**src/rtl/fdc_host_pkg.sv**
```systemverilog
package fdc_host_pkg;
    localparam int DW = 8;
    localparam int AW = 2;
    localparam int ST_BUSY = 0;
    localparam int ST_DRQ  = 1;
    localparam logic [3:0] FORCE_NIB = 4'hD;
    localparam logic [2:0] RD_GRP    = 3'b100;
    localparam logic [2:0] WR_GRP    = 3'b101;

    typedef enum logic [AW-1:0] {
        SEL_STATCMD = 2'd0,
        SEL_TRACK   = 2'd1,
        SEL_SECTOR  = 2'd2,
        SEL_DATA    = 2'd3
    } reg_sel_e;

    typedef enum logic [1:0] {
        XF_NONE  = 2'd0,
        XF_READ  = 2'd1,
        XF_WRITE = 2'd2
    } xfer_e;

    typedef struct packed {
        logic          rd;
        logic          wr;
        reg_sel_e      sel;
        logic [DW-1:0] wdata;
    } host_acc_t;

    function automatic logic is_force(input logic [DW-1:0] c);
        return c[DW-1 -: 4] == FORCE_NIB;
    endfunction

    function automatic xfer_e xfer_of(input logic [DW-1:0] c);
        if (c[DW-1 -: 3] == RD_GRP) return XF_READ;
        if (c[DW-1 -: 3] == WR_GRP) return XF_WRITE;
        return XF_NONE;
    endfunction
endpackage

```
**src/rtl/fdc_bus_decode.sv**
```systemverilog
module fdc_bus_decode
    import fdc_host_pkg::*;
(
    input  logic               cs_n,
    input  logic               rw,
    input  logic [AW-1:0]      addr,
    input  logic [DW-1:0]      d_in,
    output host_acc_t          acc,
    output logic               oe
);
    always_comb begin
        acc.rd    = !cs_n && rw;
        acc.wr    = !cs_n && !rw;
        acc.sel   = reg_sel_e'(addr);
        acc.wdata = d_in;
        oe        = acc.rd;
    end
endmodule

```
**src/rtl/fdc_cmd_ctrl.sv**
```systemverilog
module fdc_cmd_ctrl
    import fdc_host_pkg::*;
(
    input  logic      clk,
    input  logic      mr_n,
    input  host_acc_t acc,
    input  logic      cmd_done,
    input  logic      eng_rd_valid,
    input  logic      eng_wr_take,
    output logic      busy,
    output logic      drq,
    output logic      intrq,
    output logic      cmd_load,
    output logic      eng_load,
    output logic      cmd_start
);
    xfer_e xfer_q, xfer_d;
    logic  busy_d, drq_d, irq_d;
    logic  cmd_wr, is_frc;

    assign cmd_wr   = acc.wr && acc.sel == SEL_STATCMD;
    assign is_frc   = is_force(acc.wdata);
    assign cmd_load = cmd_wr && !is_frc && !busy;
    assign eng_load = eng_rd_valid && busy && xfer_q == XF_READ;

    always_comb begin
        busy_d = busy;
        drq_d  = drq;
        irq_d  = intrq;
        xfer_d = xfer_q;
        if (acc.rd && acc.sel == SEL_STATCMD) irq_d = 1'b0;
        if (busy && acc.sel == SEL_DATA) begin
            if (acc.rd && xfer_q == XF_READ)  drq_d = 1'b0;
            if (acc.wr && xfer_q == XF_WRITE) drq_d = 1'b0;
        end
        if (eng_load) drq_d = 1'b1;
        if (eng_wr_take && busy && xfer_q == XF_WRITE && !drq) drq_d = 1'b1;
        if (cmd_wr && is_frc) begin
            busy_d = 1'b0;
            drq_d  = 1'b0;
            irq_d  = 1'b1;
        end else if (cmd_load) begin
            busy_d = 1'b1;
            xfer_d = xfer_of(acc.wdata);
            drq_d  = xfer_d == XF_WRITE;
        end
        if (cmd_done && busy) begin
            busy_d = 1'b0;
            drq_d  = 1'b0;
            irq_d  = 1'b1;
        end
    end

    always_ff @(posedge clk) begin
        if (!mr_n) begin
            busy      <= 1'b0;
            drq       <= 1'b0;
            intrq     <= 1'b0;
            xfer_q    <= XF_NONE;
            cmd_start <= 1'b0;
        end else begin
            busy      <= busy_d;
            drq       <= drq_d;
            intrq     <= irq_d;
            xfer_q    <= xfer_d;
            cmd_start <= cmd_load;
        end
    end
endmodule

```
**src/rtl/fdc_reg_file.sv**
```systemverilog
module fdc_reg_file
    import fdc_host_pkg::*;
(
    input  logic          clk,
    input  logic          mr_n,
    input  host_acc_t     acc,
    input  logic          cmd_load,
    input  logic          eng_load,
    input  logic [DW-1:0] eng_byte,
    input  logic [DW-1:0] status,
    output logic [DW-1:0] rdata,
    output logic [DW-1:0] cmd_q,
    output logic [DW-1:0] data_q
);
    logic [DW-1:0] trk_q, sec_q;

    always_ff @(posedge clk) begin
        if (!mr_n) begin
            trk_q  <= '0;
            sec_q  <= '0;
            data_q <= '0;
            cmd_q  <= '0;
        end else begin
            if (acc.wr && acc.sel == SEL_TRACK)  trk_q <= acc.wdata;
            if (acc.wr && acc.sel == SEL_SECTOR) sec_q <= acc.wdata;
            if (cmd_load) cmd_q <= acc.wdata;
            if (eng_load) data_q <= eng_byte;
            else if (acc.wr && acc.sel == SEL_DATA) data_q <= acc.wdata;
        end
    end

    always_comb begin
        unique case (acc.sel)
            SEL_STATCMD: rdata = status;
            SEL_TRACK:   rdata = trk_q;
            SEL_SECTOR:  rdata = sec_q;
            default:     rdata = data_q;
        endcase
    end
endmodule

```
**src/rtl/fdc_host_regs.sv**
```systemverilog
module fdc_host_regs
    import fdc_host_pkg::*;
(
    input  logic          clk,
    input  logic          mr_n,
    input  logic          cs_n,
    input  logic          rw,
    input  logic [1:0]    addr,
    input  logic [7:0]    d_in,
    output logic [7:0]    d_out,
    output logic          d_oe,
    output logic          drq,
    output logic          intrq,
    output logic          cmd_start,
    output logic [7:0]    cmd_code,
    input  logic          cmd_done,
    input  logic          eng_rd_valid,
    input  logic [7:0]    eng_rd_byte,
    input  logic          eng_wr_take,
    output logic [7:0]    eng_wr_byte
);
    host_acc_t     acc;
    logic          busy, cmd_load, eng_load;
    logic [DW-1:0] status;

    fdc_bus_decode u_dec (
        .cs_n(cs_n), .rw(rw), .addr(addr), .d_in(d_in), .acc(acc), .oe(d_oe)
    );

    fdc_cmd_ctrl u_ctrl (
        .clk(clk), .mr_n(mr_n), .acc(acc), .cmd_done(cmd_done),
        .eng_rd_valid(eng_rd_valid), .eng_wr_take(eng_wr_take),
        .busy(busy), .drq(drq), .intrq(intrq), .cmd_load(cmd_load),
        .eng_load(eng_load), .cmd_start(cmd_start)
    );

    always_comb begin
        status          = '0;
        status[ST_BUSY] = busy;
        status[ST_DRQ]  = drq;
    end

    fdc_reg_file u_regs (
        .clk(clk), .mr_n(mr_n), .acc(acc), .cmd_load(cmd_load),
        .eng_load(eng_load), .eng_byte(eng_rd_byte), .status(status),
        .rdata(d_out), .cmd_q(cmd_code), .data_q(eng_wr_byte)
    );
endmodule

```
**config.mk**
```make
export PLATFORM = sky130hd
export DESIGN_NAME = fdc_host_regs
export DESIGN_NICKNAME = d
export VERILOG_FILES = /design/src/rtl/fdc_host_pkg.sv /design/src/rtl/fdc_bus_decode.sv /design/src/rtl/fdc_cmd_ctrl.sv /design/src/rtl/fdc_reg_file.sv /design/src/rtl/fdc_host_regs.sv
export SDC_FILE = /design/constraint.sdc
export NUM_CORES = 1
export LEC_CHECK = 0
export BUFFER_PORTS_ARGS = -buffer_cell sky130_fd_sc_hd__clkbuf_2
export CAP_MARGIN = 20
export CORE_MARGIN = 2
export CORE_UTILIZATION = 30
export CTS_BUF_LIST = sky130_fd_sc_hd__clkbuf_4
export CTS_CLUSTER_SIZE = 8
export DETAILED_ROUTE_END_ITERATION = 16
export SLEW_MARGIN = 10
export SYNTH_ARGS = -nofsm -noshare
export SYNTH_HDL_FRONTEND = slang
export SYNTH_SLANG_ARGS = --single-unit
```
**constraint.sdc**
```tcl
create_clock -name clk -period 1.3 [get_ports clk]
set_input_delay 0 -clock clk [delete_from_list [all_inputs] [get_ports clk]]
set_output_delay 0 -clock clk [all_outputs]
set_load 0.1 [all_outputs]
```
**Yosys cells after proc, flatten, opt, wreduce, memory -nomap -nowiden**

Cells that the tools add are included.

- Register bits: 38
- Bits in latches: 0
- RAM bits: 0
- Bits in read-only memories: 0
- Bits of input ports: 25
- Output and inout port bits: 28
- Logic and storage cells: 77
- Memories kept: 0

- Add/sub/neg operators: 0
- Multiply operators: 0
- Divide/modulo/power cells: 0
- Magnitude comparators: 0
- Eq/ne operators: 9
- Shift-type cells: 0
- Mux-type cells: 25
- Bitwise gates (word level): 2
- Reduce and logical (&&, ||, !) cells: 32

Operator list:

| operator | count |
|---|---|
| $pmux W8 S3 | 1 |
| $logic_and A1 B1 Y1 | 19 |
| $mux W1 | 16 |
| $mux W8 | 2 |
| $mux W2 | 6 |
| $eq A2 B2 Y1 const B | 4 |
| $eq A3 B3 Y1 const B | 2 |
| $logic_not A1 Y1 | 5 |
| $reduce_bool A5 Y1 | 1 |
| $eq A2 B1 Y1 const B | 2 |
| $eq A4 B4 Y1 const B | 1 |
| $reduce_and A2 Y1 | 2 |
| $reduce_bool A4 Y1 | 1 |
| $reduce_bool A3 Y1 | 1 |
| $reduce_or A3 Y1 | 1 |
| $logic_not A2 Y1 | 1 |
| $not A1 Y1 | 2 |
| $reduce_bool A2 Y1 | 1 |

**Depth between registers and ports, before layout**

Gate-level depths: netlist (run 1).

- Depth in word-level cells: 16
- Gate-level depth with buffers: 7
- Mapped depth without buffers: 4

**Modules after synthesis**

A second synthesis (run 1) with hierarchy kept.

- Cells, all modules: 184
- Area, all modules: 1,893.1 um^2

Modules (own cells, without submodules):

| module | instances | cells an instance | area an instance (um^2) | seq. area each (um^2) |
|---|---|---|---|---|
| fdc_reg_file | 1 | 135 | 1,458.9 | 640.6 |
| fdc_cmd_ctrl | 1 | 35 | 330.3 | 120.1 |
| fdc_bus_decode | 1 | 13 | 100.1 | 0.0 |
| fdc_host_regs | 1 | 1 | 3.8 | 0.0 |

**Worst setup path after synthesis (run 1)**

OpenSTA, ideal clock, no wires.

- Path type: reg-to-output
- Start point: reg u_regs.data_q[2]
- End point: out d_out[2]
- Arrival time: 1.986 ns
- Data required time: 1.300 ns
- Path slack: -0.686 ns
- Stages on the path, launching flop included: 3
- Path buffers: 0
- Cell sequence: dfxtp_1 > mux2_2 > a22o_1

- Word-level cells in the longest chain between the ends: 1

Ends and longest elaborated chain:

| item | line | text |
|---|---|---|
| from (decl) | fdc_reg_file.sv:13 | `output logic [DW-1:0] data_q` |
| from (signal assigned) | fdc_reg_file.sv:27 | `if (eng_load) data_q <= eng_byte;` |
| from (signal assigned) | fdc_reg_file.sv:28 | `else if (acc.wr && acc.sel == SEL_DATA) data_q <= acc.wdata;` |
| $pmux W8 S3 | fdc_reg_file.sv:33 | `unique case (acc.sel)` |
| to (decl) | fdc_host_regs.sv:10 | `output logic [7:0] d_out,` |

No other way between the ends.

**Worst setup path in the final report (run 1)**

- Start point: reg u_ctrl.busy
- End point: out d_out[0]

- Word-level cells in the longest chain between the ends: 1

Ends and longest elaborated chain:

| item | line | text |
|---|---|---|
| from (decl) | fdc_cmd_ctrl.sv:10 | `output logic busy,` |
| from (signal assigned) | fdc_cmd_ctrl.sv:62 | `busy <= busy_d;` |
| $pmux W8 S3 | fdc_reg_file.sv:33 |  |

No other way between the ends.

==> metrics, run 1 <==
WP data arrival=1.48 ns; clk_lat worst skew=0.34 ns; DP HPWL=3680 um; first-pass GRT wire length=8200 um; Netlist Area Pre-Place=0.00182 sq mm; placed cell area=0.00248 sq mm; post-route setup slack=-0.183 ns; via/cell ratio=between 4 and 5; critical path peak fanout=2; maximum clock path buffer count=2; register area share after synthesis=41.8%; total CTS buffers=5; area grow syn2layout=53.6%; Final Hold Vio Count=0; Worst-Margin Slew=0.544 ns; share of cells above drive strength 1=44.4%; status=finished with violations; largest net degree at the start of global routing=26; grt ovf=0; Worst Path Required=1.30 ns; final setup fails=8; Ys Warns=0; Post-synth EDFFs=0; HP Class=input pin to register; Yosys reg bits=38; Die Y=~82 um; clk_skew=0.00695 ns; RSZ-0062 raised after global routing=yes; fmax=roughly 0.67 GHz; Max rail drop VDD=0.000478 V; Mapped Cells=194; Final TNS setup=-0.622 ns; Ant. Diodes=0; Port Buf Inserts=52; Initial Util=30.9%; Post-Layout Inst Area=0.00280 sq mm; Slew HR=63.9%; vias in the first global route=1,773; DRT antenna net count=0; Worst-path clk slew=0.11 ns; die footprint=0.00671 sq mm; number of distinct library cells after synthesis=32; Post-Place Worst Slack=-0.242 ns; Max H-tree Level=2; Detailed Route Iter0 Violations=107; # clock sinks=38; most used flip-flop cell after synthesis=dfxtp_1; Tmin final=1.48 ns; Crit. End Element=output port; failing checks=setup timing; total wire length=around 5000 um; post-placement cell count=332; initial antenna violation count=0; TritonRoute pass-1 iters=4; Die X=~82 um; CTS Root Cell=clkbuf_4; crit share post-route=114%; drt wl/cell=around 14 um; GRT Overall Usage=roughly 16%; Final GP Congestion=0.829; Static Leak=1.33 nW; ys async rst share=0%; average cell area after synthesis=9.38 sq um; row cnt=28; CP Class=register to output port; CP Launch Type=register; Final #Nets=310; syn_nets=219; Ports=53; DRC=0; Power Dens Cells=around 820 mW/mm^2; DR vias=1,744; area of the core=0.00589 sq mm; Slew Viols, Final=0; Max Cap Violations=0; TritonCTS clock tree=built; Post-Layout Cell Count=about 360
## Yosys cell counts, types with 2 or more instances
master | instances | area (sq um)
nand2_1 | 43 | 161
dfxtp_1 | 38 | 761
a21boi_0 | 17 | 128
mux2i_1 | 17 | 170
nor2b_1 | 13 | 81.3
clkbuf_1 | 9 | 33.8
nor2_1 | 8 | 30.0
o211a_1 | 8 | 80.1
a22o_1 | 6 | 52.6
mux2_2 | 6 | 67.6
a21oi_1 | 2 | 10.0
a32oi_1 | 2 | 17.5
and2_1 | 2 | 12.5
buf_6 | 2 | 22.5
mux4_2 | 2 | 45.0
nand4b_1 | 2 | 17.5
o21ai_0 | 2 | 10.0
## cells by family after synthesis
group                  count (synthesis)  share of synthesized area [%]
AO/OA/AOI/OAI                         40                           17.6
buffers and inverters                 14                           3.78
flip-flops                            38                           41.8
multiplexers                          25                           15.5
AND/OR/NAND/NOR                       77                           21.3
## metrics by stage
stage	power (mW)	hold slack, ns	utilization [%]
after global routing	2.42	0.0518	47.5
after global placement	1.67	0.243	42.2
after detailed placement	1.67	0.247	42.2
after CTS	2.33	0.0344	47.2
after floorplan	1.51	0.145	-
final	2.30	0.0461	47.5
## cell usage in the layout, fill, tap and decap left out, types with 2 or more instances in the layout
cell type,instances
mux2i_1,17
nand2_1,43
mux4_2,2
nor2b_1,13
dfxtp_4,3
clkbuf_2,43
dlygate4sd3_1,13
a32oi_1,2
buf_12,8
dfxtp_1,23
nand4b_1,2
mux2_4,6
a21boi_0,17
o211a_1,8
or3_4,2
buf_4,28
buf_6,3
dfxtp_2,12
nor2_1,8
a22o_4,6
and2_1,2
clkbuf_4,7
## final cells by class
type | instances | area [sq um]
Clock inverter | 2 | 8.76
Clock buffer | 6 | 45.0
Tap cell | 75 | 93.8
Multi-Input combinational cell | 143 | 1100
Timing Repair Buffer | 96 | 757
Sequential cell | 38 | 787
Fill cell | 566 | 3090
Inverter | 1 | 3.75
## critical path, cell delays in order, from the launching register on
cell and delay (ns):
dfxtp_2 0.35, buf_6 0.12, mux4_2 0.48, buf_12 0.19
## layer usage
layer  global-route usage [%]  wire (um)
met5                        0          0
met4                     6.67         59
met3                     3.85        260
met2                     28.0       2520
met1                     19.1       2230
## sequential cells by signal, summed over array words and instances (netlist names)
signal / count
u_ctrl.busy: 1
u_ctrl.cmd_start: 1
u_ctrl.drq: 1
u_ctrl.intrq: 1
u_ctrl.xfer_q: 2
u_regs.cmd_q: 8
u_regs.data_q: 8
u_regs.sec_q: 8
u_regs.trk_q: 8
## power breakdown
part / leakage [nW] / internal, mW / total (mW) / switching, mW
Sequential: 0.316 / 1.19 / 1.20 / 0.0143
Combinational: 0.977 / 0.196 / 0.497 / 0.301
Clock: 0.0331 / 0.224 / 0.607 / 0.383
Total: 1.33 / 1.61 / 2.30 / 0.698
## worst paths after layout
path | from | endpoint | slack (ns) | depth (start not counted)
max | u_ctrl.busy | d_out[0] | -0.18 | 3
min | d_in[7] | u_regs.trk_q[7] | 0.05 | 4
max reg2reg | u_ctrl.drq | u_ctrl.drq | 0.01 | 4
min reg2reg | u_regs.trk_q[7] | u_regs.trk_q[7] | 0.47 | 2
## timing repair
| action | CTS | global route |
|---|---|---|
| hold buffers | 13 | 0 |
| setup endpoints to repair | 8 | 18 |
| gates cloned | 0 | 1 |
| pin swaps | 2 | 6 |
| resized for setup | 13 | 10 |
| buffers inserted | 8 | 0 |
| hold endpoints to repair | 22 | 0 |
(Power assumes the default switching activity.)
==> inputs of run 2 (changes only) <==
--- a/config.mk
+++ b/config.mk
@@ -9,7 +9,7 @@
 export CAP_MARGIN = 20
 export CORE_MARGIN = 2
 export CORE_UTILIZATION = 30
-export CTS_BUF_LIST = sky130_fd_sc_hd__clkbuf_4
+export CTS_BUF_LIST = sky130_fd_sc_hd__clkbuf_4 sky130_fd_sc_hd__clkbuf_8
 export CTS_CLUSTER_SIZE = 8
 export DETAILED_ROUTE_END_ITERATION = 16
 export SLEW_MARGIN = 10
==> metrics, run 2 (synthesis gave the netlist of run 1 again) <==
r2r endpoint=u_ctrl.drq (unchanged); Power Dens Cells=916 mW/mm^2 (was 824 mW/mm^2); final setup fails=2 (was 8); commonest non-fill, non-tap cell in the layout=clkbuf_2; Max H-tree Level=2 (unchanged); Final GP Congestion=0.829 (unchanged); share of cells above drive strength 1=45.2% (was 44.4%); Slew Viols, Final=0 (unchanged); Max Cap Violations=0 (unchanged); row cnt=28 (unchanged); CP Launch Type=register (unchanged); DRC=0 (unchanged); TritonRoute pass-1 iters=4 (unchanged); placed cell area=0.00248 sq mm (unchanged); first-pass GRT wire length=7940 um (was 8200 um); CTS Root Cell=clkbuf_8 (was clkbuf_4); fmax=0.711 GHz (was 0.675 GHz); Worst Hold Endpoint=u_regs.trk_q[3] (was u_regs.trk_q[7]); TritonCTS clock tree=built (unchanged); DRT antenna net count=0 (unchanged); initial antenna violation count=0 (unchanged); register-to-register setup slack=0.02 ns (was 0.01 ns); RSZ-0062 raised after global routing=yes (unchanged); hold path depth=3 (was 4); clk_skew=0.00468 ns (was 0.00695 ns); GRT Overall Usage=15.6% (was 16.2%); DP HPWL=3680 um (unchanged); Worst-Margin Slew=0.544 ns (about the same); total CTS buffers=5 (unchanged); die footprint=0.00671 sq mm (unchanged); Ant. Diodes=0 (unchanged); PnR Total Power=2.54 mW (was 2.30 mW); Port Buf Inserts=52 (unchanged); DR vias=1,709 (was 1,744); Detailed Route Iter0 Violations=86 (was 107); Slew HR=63.9% (about the same); Tmin final=1.41 ns (was 1.48 ns); commonest cells after routing, fill and taps aside=clkbuf_2 (44), nand2_1 (43), buf_4 (28), dfxtp_1 (24) (was nand2_1 (43), clkbuf_2 (43), buf_4 (28), dfxtp_1 (23)); Die X=81.9 um (unchanged); Post-Layout Inst Area=0.00277 sq mm (was 0.00280 sq mm); CP Class=register to output port (unchanged); Final TNS setup=-0.119 ns (was -0.622 ns); critical path peak fanout=2 (unchanged); via/cell ratio=4.83 (about the same); area of the core=0.00589 sq mm (unchanged); largest net degree at the start of global routing=26 (unchanged); R2R Path Start=u_ctrl.drq (unchanged); post-route setup slack=-0.107 ns (was -0.183 ns); Static Leak=1.31 nW (was 1.33 nW); Ports=53 (unchanged); grt ovf=0 (unchanged); worst r2r path cells=4 (unchanged); maximum clock path buffer count=2 (unchanged); total wire length=5020 um (was 5070 um); area grow syn2layout=52.3% (was 53.6%); status=finished with violations (unchanged); drt wl/cell=14.2 um (was 14.1 um); Max rail drop VDD=0.000552 V (was 0.000478 V); Worst Path Required=1.30 ns (about the same); Crit. End Element=output port (unchanged); crit share post-route=108% (was 114%); Worst-path clk slew=0.08 ns (was 0.11 ns); clk_lat worst skew=0.29 ns (was 0.34 ns); Post-Layout Cell Count=354 (was 361); Die Y=81.9 um (unchanged); post-placement cell count=332 (unchanged); Final Hold Vio Count=1 (was 0); vias in the first global route=1,709 (was 1,773); Initial Util=30.9% (unchanged); hold path start=d_in[3] (was d_in[7]); HP Class=input pin to register (unchanged); failing checks=hold timing, setup timing (was setup timing); worst hold slack=-0.00226 ns (was 0.0461 ns); # clock sinks=38 (unchanged); WP data arrival=1.41 ns (was 1.48 ns); Post-Place Worst Slack=-0.242 ns (unchanged); Final #Nets=303 (was 310)
run 2: cell count changes in the layout (fill, tap and decap cells not counted), sizes merged:
cell,change
buf,-2
clkbuf,+1
clkinv,-1
dlygate4sd3,-5
run 2: area by class of cell:
class                   count  area (sq um)
multi-input cells         143          1110
inverters                   1          3.75
clock inverters             1          5.00
fillers                   571          3110
well taps                  75          93.8
repair buffers             89           682
flip-flops and latches     38           786
clock buffers               7          90.1
run 2: worst max path at each step:
| stage | end | from | depth (start not counted) |
|---|---|---|---|
| 2_1_floorplan | u_regs.cmd_q[0] | addr[1] | 6 |
| 3_3_place_gp | u_ctrl.drq | addr[0] | 6 |
| 3_5_place_dp | u_ctrl.drq | addr[0] | 6 |
| 4_1_cts | d_out[0] | u_ctrl.busy | 3 |
| 5_1_grt | d_out[0] | u_ctrl.busy | 3 |
| 6_report | d_out[0] | u_ctrl.busy | 3 |
run 2: timing repair:
item / 4_1_cts / 5_1_grt
hold buffers: 8 / 0
pin swaps: 1 / 5
buffers inserted: 5 / 2
hold endpoints to repair: 8 / 0
gates resized for setup: 6 / 14
gates cloned: 0 / 1
setup endpoints to repair: 5 / 18
run 2: routing by layer:
layer	part of all wire, %	up-vias	GRT usage, %
li1	-	855	-
met1	45	807	18.9
met2	49	42	26.8
met3	5.0	5	3.96
met4	1.0	0	5.00
met5	0	-	0
run 2: where the power goes:
group          internal [mW]  switching [mW]
sequential              1.19          0.0144
clock                  0.449           0.408
combinational          0.183           0.299
run 2: through the flow:
| step | utilization (%) | hold slack, ns |
|---|---|---|
| 2_1_floorplan | - | 0.145 |
| 3_3_place_gp | 42.2 | 0.243 |
| 3_5_place_dp | 42.2 | 0.247 |
| 4_1_cts | 46.1 | 0.00275 |
| 5_1_grt | 47.1 | 0.00264 |
| 6_report | 47.1 | -0.00226 |
run 2: worst max-delay path, cell delays in order, from the launching register on:
cell     delay [ns]
dfxtp_2        0.33
buf_6          0.11
mux4_2         0.49
buf_12         0.19
